$ cat src/rtl/rcb_pkg.sv
// Shared definitions for the reorder buffer.
// Assumes: kind codes are fixed and decoded by the retirement logic.
package rcb_pkg;
    typedef enum logic [1:0] {
        KIND_REG    = 2'b00,
        KIND_STORE  = 2'b01,
        KIND_BRANCH = 2'b10
    } kind_e;
endpackage

$ cat src/rtl/rcb_ptr_ctrl.sv
// Head/tail pointer control with one extra wrap bit each.
// Assumes: DEPTH is a power of two; flush_tag names a live slot.
module rcb_ptr_ctrl #(
    parameter int DEPTH = 8,
    localparam int IDXW = $clog2(DEPTH),
    localparam int PW   = IDXW + 1
) (
    input  logic            clk,
    input  logic            rst_n,
    input  logic            alloc_fire,
    input  logic            retire_fire,
    input  logic            trap_fire,
    input  logic            flush_fire,
    input  logic [IDXW-1:0] flush_tag,
    output logic [PW-1:0]   head_ptr,
    output logic [PW-1:0]   tail_ptr,
    output logic            full,
    output logic            empty
);
    logic            flush_wrap;
    logic [PW-1:0]   flush_ptr;
    logic [IDXW-1:0] head_idx;

    // Purpose: rebuild the full pointer of the flushed branch slot.
    always_comb begin
        head_idx   = head_ptr[IDXW-1:0];
        flush_wrap = (flush_tag >= head_idx) ? head_ptr[PW-1] : ~head_ptr[PW-1];
        flush_ptr  = {flush_wrap, flush_tag};
        full       = (head_ptr[IDXW-1:0] == tail_ptr[IDXW-1:0]) &&
                     (head_ptr[PW-1] != tail_ptr[PW-1]);
        empty      = (head_ptr == tail_ptr);
    end

    // Purpose: advance head on a clean retirement.
    always_ff @(posedge clk) begin
        if (!rst_n)
            head_ptr <= '0;
        else if (retire_fire)
            head_ptr <= head_ptr + PW'(1);
    end

    // Purpose: move tail on claim, flush rewind or trap collapse.
    always_ff @(posedge clk) begin
        if (!rst_n)
            tail_ptr <= '0;
        else if (trap_fire)
            tail_ptr <= head_ptr;
        else if (flush_fire)
            tail_ptr <= flush_ptr + PW'(1);
        else if (alloc_fire)
            tail_ptr <= tail_ptr + PW'(1);
    end

    AST_OCC_BOUND: assert property (@(posedge clk) disable iff (!rst_n)
        (PW'(tail_ptr - head_ptr) <= PW'(DEPTH)));
    AST_NO_CLAIM_FULL: assert property (@(posedge clk) disable iff (!rst_n)
        full |-> !alloc_fire);
endmodule

$ cat src/rtl/rcb_entry_array.sv
// Per-slot storage: live/ready/fault flags, kind, destination and value.
// Assumes: clear_mask has priority over claim and write-back.
module rcb_entry_array
    import rcb_pkg::*;
#(
    parameter int DEPTH = 8,
    parameter int XLEN  = 32,
    parameter int RAW   = 5,
    localparam int IDXW = $clog2(DEPTH)
) (
    input  logic                      clk,
    input  logic                      rst_n,
    input  logic                      alloc_fire,
    input  logic [IDXW-1:0]           alloc_idx,
    input  kind_e                     alloc_kind,
    input  logic [RAW-1:0]            alloc_dest,
    input  logic                      wb_valid,
    input  logic [IDXW-1:0]           wb_tag,
    input  logic [XLEN-1:0]           wb_value,
    input  logic                      wb_exc,
    input  logic [DEPTH-1:0]          clear_mask,
    output logic [DEPTH-1:0]          valid_vec,
    output logic [DEPTH-1:0]          ready_vec,
    output logic [DEPTH-1:0]          exc_vec,
    output kind_e                     kind_arr  [DEPTH],
    output logic [RAW-1:0]            dest_arr  [DEPTH],
    output logic [XLEN-1:0]           value_arr [DEPTH]
);
    for (genvar g = 0; g < DEPTH; g++) begin : g_slot
        logic claim_here;
        logic wb_here;
        assign claim_here = alloc_fire && (alloc_idx == IDXW'(g));
        assign wb_here    = wb_valid && (wb_tag == IDXW'(g)) && valid_vec[g];

        // Purpose: slot flag lifecycle (claim, result, release).
        always_ff @(posedge clk) begin
            if (!rst_n) begin
                valid_vec[g] <= 1'b0;
                ready_vec[g] <= 1'b0;
                exc_vec[g]   <= 1'b0;
            end else if (clear_mask[g]) begin
                valid_vec[g] <= 1'b0;
                ready_vec[g] <= 1'b0;
                exc_vec[g]   <= 1'b0;
            end else if (claim_here) begin
                valid_vec[g] <= 1'b1;
                ready_vec[g] <= 1'b0;
                exc_vec[g]   <= 1'b0;
            end else if (wb_here) begin
                ready_vec[g] <= 1'b1;
                exc_vec[g]   <= wb_exc;
            end
        end

        // Purpose: slot payload (kind, destination, value).
        always_ff @(posedge clk) begin
            if (!rst_n) begin
                kind_arr[g]  <= KIND_REG;
                dest_arr[g]  <= '0;
                value_arr[g] <= '0;
            end else if (claim_here && !clear_mask[g]) begin
                kind_arr[g]  <= alloc_kind;
                dest_arr[g]  <= alloc_dest;
            end else if (wb_here && !clear_mask[g]) begin
                value_arr[g] <= wb_value;
            end
        end

        AST_READY_IMPLIES_LIVE: assert property (@(posedge clk) disable iff (!rst_n)
            ready_vec[g] |-> valid_vec[g]);
    end

    AST_CLAIM_FREE_SLOT: assert property (@(posedge clk) disable iff (!rst_n)
        alloc_fire |-> !valid_vec[alloc_idx]);
endmodule

$ cat src/rtl/rcb_fwd_lookup.sv
// Operand lookup port: reports whether a slot holds its result, and the value.
// Assumes: combinational read of the current slot state, no same-cycle bypass.
module rcb_fwd_lookup #(
    parameter int DEPTH = 8,
    parameter int XLEN  = 32,
    localparam int IDXW = $clog2(DEPTH)
) (
    input  logic [IDXW-1:0]  lk_tag,
    input  logic [DEPTH-1:0] valid_vec,
    input  logic [DEPTH-1:0] ready_vec,
    input  logic [XLEN-1:0]  value_arr [DEPTH],
    output logic             lk_ready,
    output logic [XLEN-1:0]  lk_value
);
    // Purpose: select the looked-up slot.
    always_comb begin
        lk_ready = valid_vec[lk_tag] && ready_vec[lk_tag];
        lk_value = value_arr[lk_tag];
    end
endmodule

$ cat src/rtl/reorder_commit_buf.sv
// Reorder buffer top: claim, write-back, flush, lookup and in-order retirement.
// Assumes: DEPTH is a power of two; flush_tag refers to a live branch slot;
// retirement outputs are registered one cycle after the head is seen ready.
module reorder_commit_buf
    import rcb_pkg::*;
#(
    parameter int DEPTH = 8,
    parameter int XLEN  = 32,
    parameter int RAW   = 5,
    localparam int IDXW = $clog2(DEPTH),
    localparam int PW   = IDXW + 1
) (
    input  logic            clk,
    input  logic            rst_n,
    input  logic            alloc_req,
    input  logic [1:0]      alloc_kind,
    input  logic [RAW-1:0]  alloc_dest,
    output logic            alloc_ok,
    output logic [IDXW-1:0] alloc_tag,
    input  logic            wb_valid,
    input  logic [IDXW-1:0] wb_tag,
    input  logic [XLEN-1:0] wb_value,
    input  logic            wb_exc,
    input  logic            flush_valid,
    input  logic [IDXW-1:0] flush_tag,
    input  logic [IDXW-1:0] lk_tag,
    output logic            lk_ready,
    output logic [XLEN-1:0] lk_value,
    output logic            rf_we,
    output logic [RAW-1:0]  rf_waddr,
    output logic [XLEN-1:0] rf_wdata,
    output logic            st_commit,
    output logic            cm_valid,
    output logic [1:0]      cm_kind,
    output logic            trap,
    output logic [IDXW-1:0] trap_tag
);
    logic [PW-1:0]    head_ptr, tail_ptr;
    logic             full, empty;
    logic [IDXW-1:0]  head_idx;
    logic             head_done, trap_fire, retire_fire, flush_fire, alloc_fire;
    logic [IDXW-1:0]  flush_age;
    logic [DEPTH-1:0] clear_mask;
    logic [DEPTH-1:0] valid_vec, ready_vec, exc_vec;
    kind_e            kind_arr  [DEPTH];
    logic [RAW-1:0]   dest_arr  [DEPTH];
    logic [XLEN-1:0]  value_arr [DEPTH];

    // Purpose: retirement, trap and claim decisions for this cycle.
    always_comb begin
        head_idx    = head_ptr[IDXW-1:0];
        head_done   = !empty && valid_vec[head_idx] && ready_vec[head_idx];
        trap_fire   = head_done && exc_vec[head_idx];
        retire_fire = head_done && !exc_vec[head_idx];
        flush_fire  = flush_valid && !trap_fire;
        alloc_ok    = !full && !flush_valid && !trap_fire;
        alloc_fire  = alloc_req && alloc_ok;
        alloc_tag   = tail_ptr[IDXW-1:0];
        flush_age   = flush_tag - head_idx;
    end

    for (genvar g = 0; g < DEPTH; g++) begin : g_clear
        logic [IDXW-1:0] age_g;
        assign age_g = IDXW'(g) - head_idx;
        assign clear_mask[g] = trap_fire ||
                               (flush_fire && (age_g > flush_age)) ||
                               (retire_fire && (head_idx == IDXW'(g)));
    end

    rcb_ptr_ctrl #(.DEPTH(DEPTH)) u_ptr (
        .clk         (clk),
        .rst_n       (rst_n),
        .alloc_fire  (alloc_fire),
        .retire_fire (retire_fire),
        .trap_fire   (trap_fire),
        .flush_fire  (flush_fire),
        .flush_tag   (flush_tag),
        .head_ptr    (head_ptr),
        .tail_ptr    (tail_ptr),
        .full        (full),
        .empty       (empty)
    );

    rcb_entry_array #(.DEPTH(DEPTH), .XLEN(XLEN), .RAW(RAW)) u_arr (
        .clk        (clk),
        .rst_n      (rst_n),
        .alloc_fire (alloc_fire),
        .alloc_idx  (tail_ptr[IDXW-1:0]),
        .alloc_kind (kind_e'(alloc_kind)),
        .alloc_dest (alloc_dest),
        .wb_valid   (wb_valid),
        .wb_tag     (wb_tag),
        .wb_value   (wb_value),
        .wb_exc     (wb_exc),
        .clear_mask (clear_mask),
        .valid_vec  (valid_vec),
        .ready_vec  (ready_vec),
        .exc_vec    (exc_vec),
        .kind_arr   (kind_arr),
        .dest_arr   (dest_arr),
        .value_arr  (value_arr)
    );

    rcb_fwd_lookup #(.DEPTH(DEPTH), .XLEN(XLEN)) u_lk (
        .lk_tag    (lk_tag),
        .valid_vec (valid_vec),
        .ready_vec (ready_vec),
        .value_arr (value_arr),
        .lk_ready  (lk_ready),
        .lk_value  (lk_value)
    );

    // Purpose: register the architectural effects of the retiring slot.
    always_ff @(posedge clk) begin
        if (!rst_n) begin
            rf_we     <= 1'b0;
            rf_waddr  <= '0;
            rf_wdata  <= '0;
            st_commit <= 1'b0;
            cm_valid  <= 1'b0;
            cm_kind   <= 2'b00;
            trap      <= 1'b0;
            trap_tag  <= '0;
        end else begin
            rf_we     <= retire_fire && (kind_arr[head_idx] == KIND_REG);
            rf_waddr  <= dest_arr[head_idx];
            rf_wdata  <= value_arr[head_idx];
            st_commit <= retire_fire && (kind_arr[head_idx] == KIND_STORE);
            cm_valid  <= retire_fire;
            cm_kind   <= kind_arr[head_idx];
            trap      <= trap_fire;
            trap_tag  <= head_idx;
        end
    end

    AST_RETIRE_ADVANCES: assert property (@(posedge clk) disable iff (!rst_n)
        retire_fire |=> (head_ptr == $past(head_ptr) + PW'(1)));
    AST_WRITE_ONLY_RETIRE: assert property (@(posedge clk) disable iff (!rst_n)
        (rf_we || st_commit) |-> cm_valid);
    AST_TRAP_NO_WRITE: assert property (@(posedge clk) disable iff (!rst_n)
        trap |-> (!rf_we && !st_commit && !cm_valid));
    AST_TRAP_EMPTIES: assert property (@(posedge clk) disable iff (!rst_n)
        trap |-> (empty && (valid_vec == '0)));
    AST_FLUSH_TAIL: assert property (@(posedge clk) disable iff (!rst_n)
        flush_fire |=> (tail_ptr[IDXW-1:0] == $past(flush_tag) + IDXW'(1)));
    AST_FLUSH_BLOCKS_CLAIM: assert property (@(posedge clk) disable iff (!rst_n)
        flush_valid |=> ($past(tail_ptr) != tail_ptr - PW'(1)) || $past(flush_tag) + IDXW'(1) == tail_ptr[IDXW-1:0]);
endmodule

$ cat config.mk
export PLATFORM = sky130hd
export DESIGN_NAME = reorder_commit_buf
export DESIGN_NICKNAME = d
export VERILOG_FILES = /design/src/rtl/rcb_pkg.sv /design/src/rtl/rcb_ptr_ctrl.sv /design/src/rtl/rcb_entry_array.sv /design/src/rtl/rcb_fwd_lookup.sv /design/src/rtl/reorder_commit_buf.sv
export SDC_FILE = /design/constraint.sdc
export NUM_CORES = 1
export LEC_CHECK = 0
export ABC_AREA = 1
export ABC_CLOCK_PERIOD_IN_PS = 6820
export BUFFER_PORTS_ARGS = -buffer_cell sky130_fd_sc_hd__buf_2
export CAP_MARGIN = 20
export CORE_MARGIN = 3
export CORE_UTILIZATION = 67
export CTS_CLUSTER_SIZE = 24
export DETAILED_ROUTE_END_ITERATION = 6
export PLACE_DENSITY = 0.87
export SYNTH_ARGS = -nofsm -noshare
export SYNTH_HDL_FRONTEND = slang
export SYNTH_HIERARCHICAL = 1
export SYNTH_SLANG_ARGS = --single-unit
$ cat constraint.sdc
create_clock -name clk -period 6.82 [get_ports clk]
set_input_delay 0 -clock clk [delete_from_list [all_inputs] [get_ports clk]]
set_output_delay 0 -clock clk [all_outputs]
set_load 0.03 [all_outputs]
-- Word-level counts from Yosys, hierarchy flattened
Index checks and enable logic that the tools add are counted.
- bits in registers: 390
- bits of input ports: 54
- output and inout port bits: 83
- word-level logic and storage cells: 272
- add/sub/neg operators: 12
- $lt $le $gt $ge: 13
- equal/unequal tests: 25
- mux-type cells: 26
- bitwise operators: 12
- reductions and logical operators: 126
- operators with widths (cell ; number):
    32-bit binary-select mux with 3-bit select ; 2
    32-bit 2-to-1 mux ; 4
    1-bit logical AND ; 68
    3-bit equality test (second input constant) ; 12
    3-bit greater-than comparator ; 8
    3-bit OR reduction ; 8
    3-bit by 2-bit equality test with 1-bit output (second input constant) ; 6
    1-bit logical OR ; 16
    2-bit AND reduction ; 8
    2-bit OR reduction ; 8
    1-bit binary-select mux with 3-bit select ; 5
    5-bit binary-select mux with 3-bit select ; 1
    1-bit zero test ; 13
    4-bit by 1-bit adder with 4-bit output (second input constant) ; 3
    4-bit 2-to-1 mux ; 3
    3-bit subtractor (first input constant) ; 4
    5-bit 2-to-1 mux ; 2
    1-bit inverter ; 10
    3-bit by 1-bit equality test with 1-bit output (second input constant) ; 3
    3-bit zero test ; 3
    4-bit greater-or-equal comparator (second input constant) ; 2
    3-bit by 4-bit < comparator with 1-bit output (second input constant) ; 2
    3-bit inverter with 4-bit output ; 2
    2-bit binary-select mux with 3-bit select ; 1
    12 further kinds ; 20

-- Longest topological paths before layout
- depth after elaboration: 14
- depth in mapped cells: 22

-- Modules after synthesis
The synthesis kept the hierarchy.
- modules (own cells, without submodules) (module ; instances ; cells an instance ; area each (µm²)):
    rcb_entry_array ; 1 ; 1850 ; 13257.7
    reorder_commit_buf ; 1 ; 837 ; 4883.4
    rcb_fwd_lookup ; 1 ; 836 ; 3393.3
    rcb_ptr_ctrl ; 1 ; 89 ; 611.8

-- Worst setup path before layout
No wires, ideal clock.
- path type: register to register
- start point: register u_ptr.head_ptr[1]
- end point: register u_arr/value_arr[107] (netlist bit)
- setup time: 0.064 ns
- data arrival time: 3.324 ns
- required time: 6.756 ns
- path slack: 3.432 ns
- cell stages (with the launch flop): 22
- buffers on the path: 4
- period minus slack after synthesis: 3.388 ns
- cell sequence: dfxtp_1 -> inv_2 -> buf_6 -> buf_6 -> buf_2 -> fa_1 -> inv_1 -> nand3_2 -> nand2_2 -> ha_1 -> inv_1 -> nand2_1 -> a21oi_1 -> nand3_2 -> nand2_1 -> clkinv_1 -> nand2_1 -> inv_2 -> clkbuf_1 -> nand3_1 -> nand2_1 -> nor2_1
- cells in the longest elaborated chain, start to end: 14
- elaborated cells between the ends (all ways): 35
- RTL lines (item ; line ; RTL):
    start: declaration ; rcb_ptr_ctrl.sv:15 ; output logic [PW-1:0] head_ptr,
    start signal: assignment ; rcb_ptr_ctrl.sv:39 ; head_ptr <= head_ptr + PW'(1);
    branches (longest 9 deep; another with 3-bit subtractor) ; n/a ;
    1-bit logical OR (*) ; reorder_commit_buf.sv:66 ; (flush_fire && (age_g > flush_age)) ||
    net clear_mask[4] ; reorder_commit_buf.sv:43 ; logic [DEPTH-1:0] clear_mask;
    1-bit zero test (*) ; rcb_entry_array.sv:61, rcb_entry_array.sv:64 ;
    1-bit logical AND ; rcb_entry_array.sv:61 ; end else if (claim_here && !clear_mask[g]) begin
    1-bit inverter (no line) ; n/a ;
    2-bit AND reduction (no line) (*) ; n/a ;
    end signal: indexed assignment ; rcb_entry_array.sv:65 ; value_arr[g] <= wb_value;
    end: declaration ; rcb_entry_array.sv:27 ; output logic [XLEN-1:0] value_arr [DEPTH]
Mark *: on every way through the listed nets, which the timed path passes. The select of a mux whose other input is x is not followed.
A chain may end at the register's enable or synchronous reset.

-- Final worst setup path
- start point: register u_ptr.head_ptr[0]
- end point: register u_arr/value_arr[136] (netlist bit)
- elaborated cells between the ends (all ways): 35
- RTL lines (item ; line ; RTL):
    4-bit equality test ; rcb_ptr_ctrl.sv:31 ; empty = (head_ptr == tail_ptr);
    net empty ; reorder_commit_buf.sv:39 ; logic full, empty;
    1-bit zero test ; reorder_commit_buf.sv:52 ; head_done = !empty && valid_vec[head_idx] && ready_vec[head_idx];
    1-bit logical AND (2 in series) ; reorder_commit_buf.sv:52 ;
    1-bit logical AND ; reorder_commit_buf.sv:53 ; trap_fire = head_done && exc_vec[head_idx];
    1-bit zero test ; reorder_commit_buf.sv:56 ; alloc_ok = !full && !flush_valid && !trap_fire;
    1-bit logical AND ; reorder_commit_buf.sv:56 ;
    1-bit logical AND ; reorder_commit_buf.sv:57 ; alloc_fire = alloc_req && alloc_ok;
    net alloc_fire ; reorder_commit_buf.sv:41 ; logic head_done, trap_fire, retire_fire, flush_fire, alloc_fire;
    1-bit logical AND ; rcb_entry_array.sv:32 ; assign claim_here = alloc_fire && (alloc_idx == IDXW'(g));
    1-bit logical AND ; rcb_entry_array.sv:61 ;
    1-bit inverter (no line) ; n/a ;
    2-bit AND reduction (no line) ; n/a ;
The timed path passes the listed nets, and every way through them passes these cells. The select of a mux whose other input is x is not followed.

==> flow_summary.ini <==
[detailed_routing]
viasPerCell = 6.10
postRouteAntennaNets = 0
drc = 6
wirelength_mm = 75.1
vias = 24930
wl_per_cell_um = 18.4
first_pass_iters = 7
drtIter0Drc = 3501

[setup_path]
cp.depth = 16
end_kind = register
path_cells = buf_4, xnor2_1, nand3_1, nor2_1, inv_1, nand3_2, nand2_1, nor2_1, inv_1, nor2_1, nand2_2, nand2_1, nor2_2, buf_16, nor2_1, nor2_1
cpMostUsedCell = nor2_1
reg2regPathDepth = 16
cp_max_fo = 57
critPathTopFamily = simple AND/OR/NAND/NOR gates
arrival_ps = 5430
critPathKind = register to register
cp_num_buf_inv = 4
crit_path_start_kind = register
worstPathRequired_ps = 7250
crit_path_top_delay_cell = dfxtp_4
max_stage_delay_ps = 760

[power]
pwr-share-clk_pct = 45.3
powerDensity_nw_per_um2 = 213
pwr-share-comb_pct = 10.1
irDropWorstVdd_mv = 0.170
pwr-share-seq_pct = 44.6
power.leakage_nw = 11.0
switching_share_pct = 26.1
power.switching_w = 0.00135
intPower_w = 0.00382
power_w = 0.00517

[timing]
period_needed_ps = 5000
tightest_slew_ps = 1240
post-route-period-util_pct = 73.4
hold_viol_final = 0
setup_viol = 0
slew_viol_final = 0
fmax_ghz = 0.200
clock_skew_ps = 16.8
rsz0062_at_grt = no
tns_ps = 0
slew_headroom_pct = 17.1

[cells_and_area]
syn_to_final_growth_pct = 9.59
nFillCells = 2604
fin_cells = 4090
nets = 3702
drive_above_1_share_pct = 8.81
diodes = 0

[synth]
synth_ff_type = dfxtp_1
ys_seq_area_share_pct = 35.3
synth_edf_count = 0
syn_area_um2 = 22100
yosys.cell_types.count = 46
synth_warnings = 6
synth_common_cells = 978 x nand2_1, 691 x nor2_1, 390 x dfxtp_1
synth_top_area_share_pct = 35.3
synth_seq_cells = 390
yosysMostFrequentCell = nand2_1
synth_fp_nets = 3688
syn_avg_cell_area_um2 = 6.13
async_reset_ff_share_pct = 0
synth_area_leader_cell = dfxtp_1
synthCells = 3612
synth_top_cells_by_area = dfxtp_1 35%, nand2_1 17%, nor2_1 12%

[place]
dp_hpwl_mm = 42.8
place.gp.congestion = 0.979
place_inst = 3972
port_buffers = 136

[floorplan]
start_util_pct = 69.1
die_x_um = 188
die-area_um2 = 35300
boundaryPins = 137
die_y_um = 188
core_um2 = 32000
row_count = 65

[clock_network]
cts.htree.levels = 2
clkSinkCount = 390
cts_buffers = 41
cts_tree = built
hold_buffers = 45
post_cts_buffers = 0
clockBufferDepth = 3
cts_root_buf = clkbuf_16
cts.clk_slew.worst_paths_ps = 60
cts.repair.resized = 0
clk_latency_ps = 550

[hold_path]
hold_path_class = input pin to register
holdPathStages = 5

[global_route]
grt_max_degree = 145
grt_pass1_wl_mm = 119
grt_pass1_vias = 23285
grt.total_usage_pct = 40.6
antenna_found_initial = 0
overflow = 0

[run_status]
outcome = finished with violations
violations = DRC

[run]
drv_cap = 0
## per-stage QoR
step                hold WS (ps)  utilization, %  worst slack, ps  area, µm²
finish                      20.8            75.7             1820      24300
global route                70.3            75.7             1550      24300
CTS                         5.72            75.7             2030      24200
detailed placement           357            69.9             2070      22400
global placement             349            69.8             2110      22400
floorplan                    136               -             3430      22100
## per-layer routing
| metal | up-vias | share of wire (%) | GRT usage (%) |
|---|---|---|---|
| met5 | - | 0 | 0 |
| met4 | 0 | 5.4 | 20.9 |
| met3 | 383 | 13 | 7.09 |
| met2 | 1903 | 44 | 65.5 |
| met1 | 11200 | 37 | 52.4 |
| li1 | 11444 | - | - |
## registers in the layout, indices dropped and copies added, names as in the netlist, 4 cells and up
register,flops
u_arr/valid_vec,8
u_ptr/head_ptr,4
u_arr/ready_vec,8
rf_wdata,32
u_arr/exc_vec,8
u_arr/kind_arr,16
u_ptr/tail_ptr,4
u_arr/dest_arr,40
u_arr/value_arr,256
rf_waddr,5
## final timing paths
| kind | slack [ps] | startpoint | endpoint |
|---|---|---|---|
| worst max register to register | 1820 | u_ptr/head_ptr[0] | u_arr/value_arr[136] |
| worst min-delay path | 20 | wb_tag[1] | u_arr/exc_vec[1] |
| worst max-delay path | 1820 | u_ptr/head_ptr[0] | u_arr/value_arr[136] |
| worst min register to register | 450 | u_arr/dest_arr[31] | u_arr/dest_arr[31] |
## power groups by stage
stage / sequential (W) / clock (W) / combinational, W
finish: 0.00231 / 0.00234 / 0.000520
global route: 0.00231 / 0.00243 / 0.000557
floorplan: 0.00237 / 0 / 0.000330
detailed placement: 0.00236 / 0 / 0.000476
global placement: 0.00236 / 0 / 0.000467
CTS: 0.00231 / 0.00233 / 0.000498
## kinds of logic after synthesis
group           Yosys count  share of synthesized area [%]
compound gates          382                           9.18
xor+xnor                  6                          0.237
fa+ha+maj                22                           1.28
buf+inv                 594                           12.0
flops                   390                           35.3
simple gates           2218                           42.1
## tightest hold or removal path: cells and delay by family
family / cells / cell delay, ps
AO/OA/AOI/OAI: 1 / 110
buffers and inverters: 1 / 160
AND/OR/NAND/NOR: 3 / 260
## cell type report
cell class | instances | area, µm² | share of cell area (%)
multi-input combinational | 2628 | 11700 | 48.3
sequential | 390 | 7820 | 32.2
timing repair buffer | 221 | 1500 | 6.17
inverter | 344 | 1300 | 5.36
clock buffer | 59 | 1260 | 5.18
tap | 435 | 544 | 2.24
clock inverter | 13 | 146 | 0.603
## cell usage in the layout (no fill, tap or decap), types with 15 or more instances in the layout
cell type	synthesis	final
dlygate4sd3_1	0	45
o21ai_0	182	182
nor2_1	691	688
inv_1	321	320
clkbuf_16	0	43
nand2_1	978	978
nand3_2	22	22
buf_4	18	38
buf_2	106	134
dfxtp_1	390	388
ha_1	21	21
nand3_1	377	377
a21oi_1	100	99
nand4_1	99	99
nor2_2	16	17
o22ai_1	75	75
o21ai_1	15	15
Power figures use the tool's default switching activity.
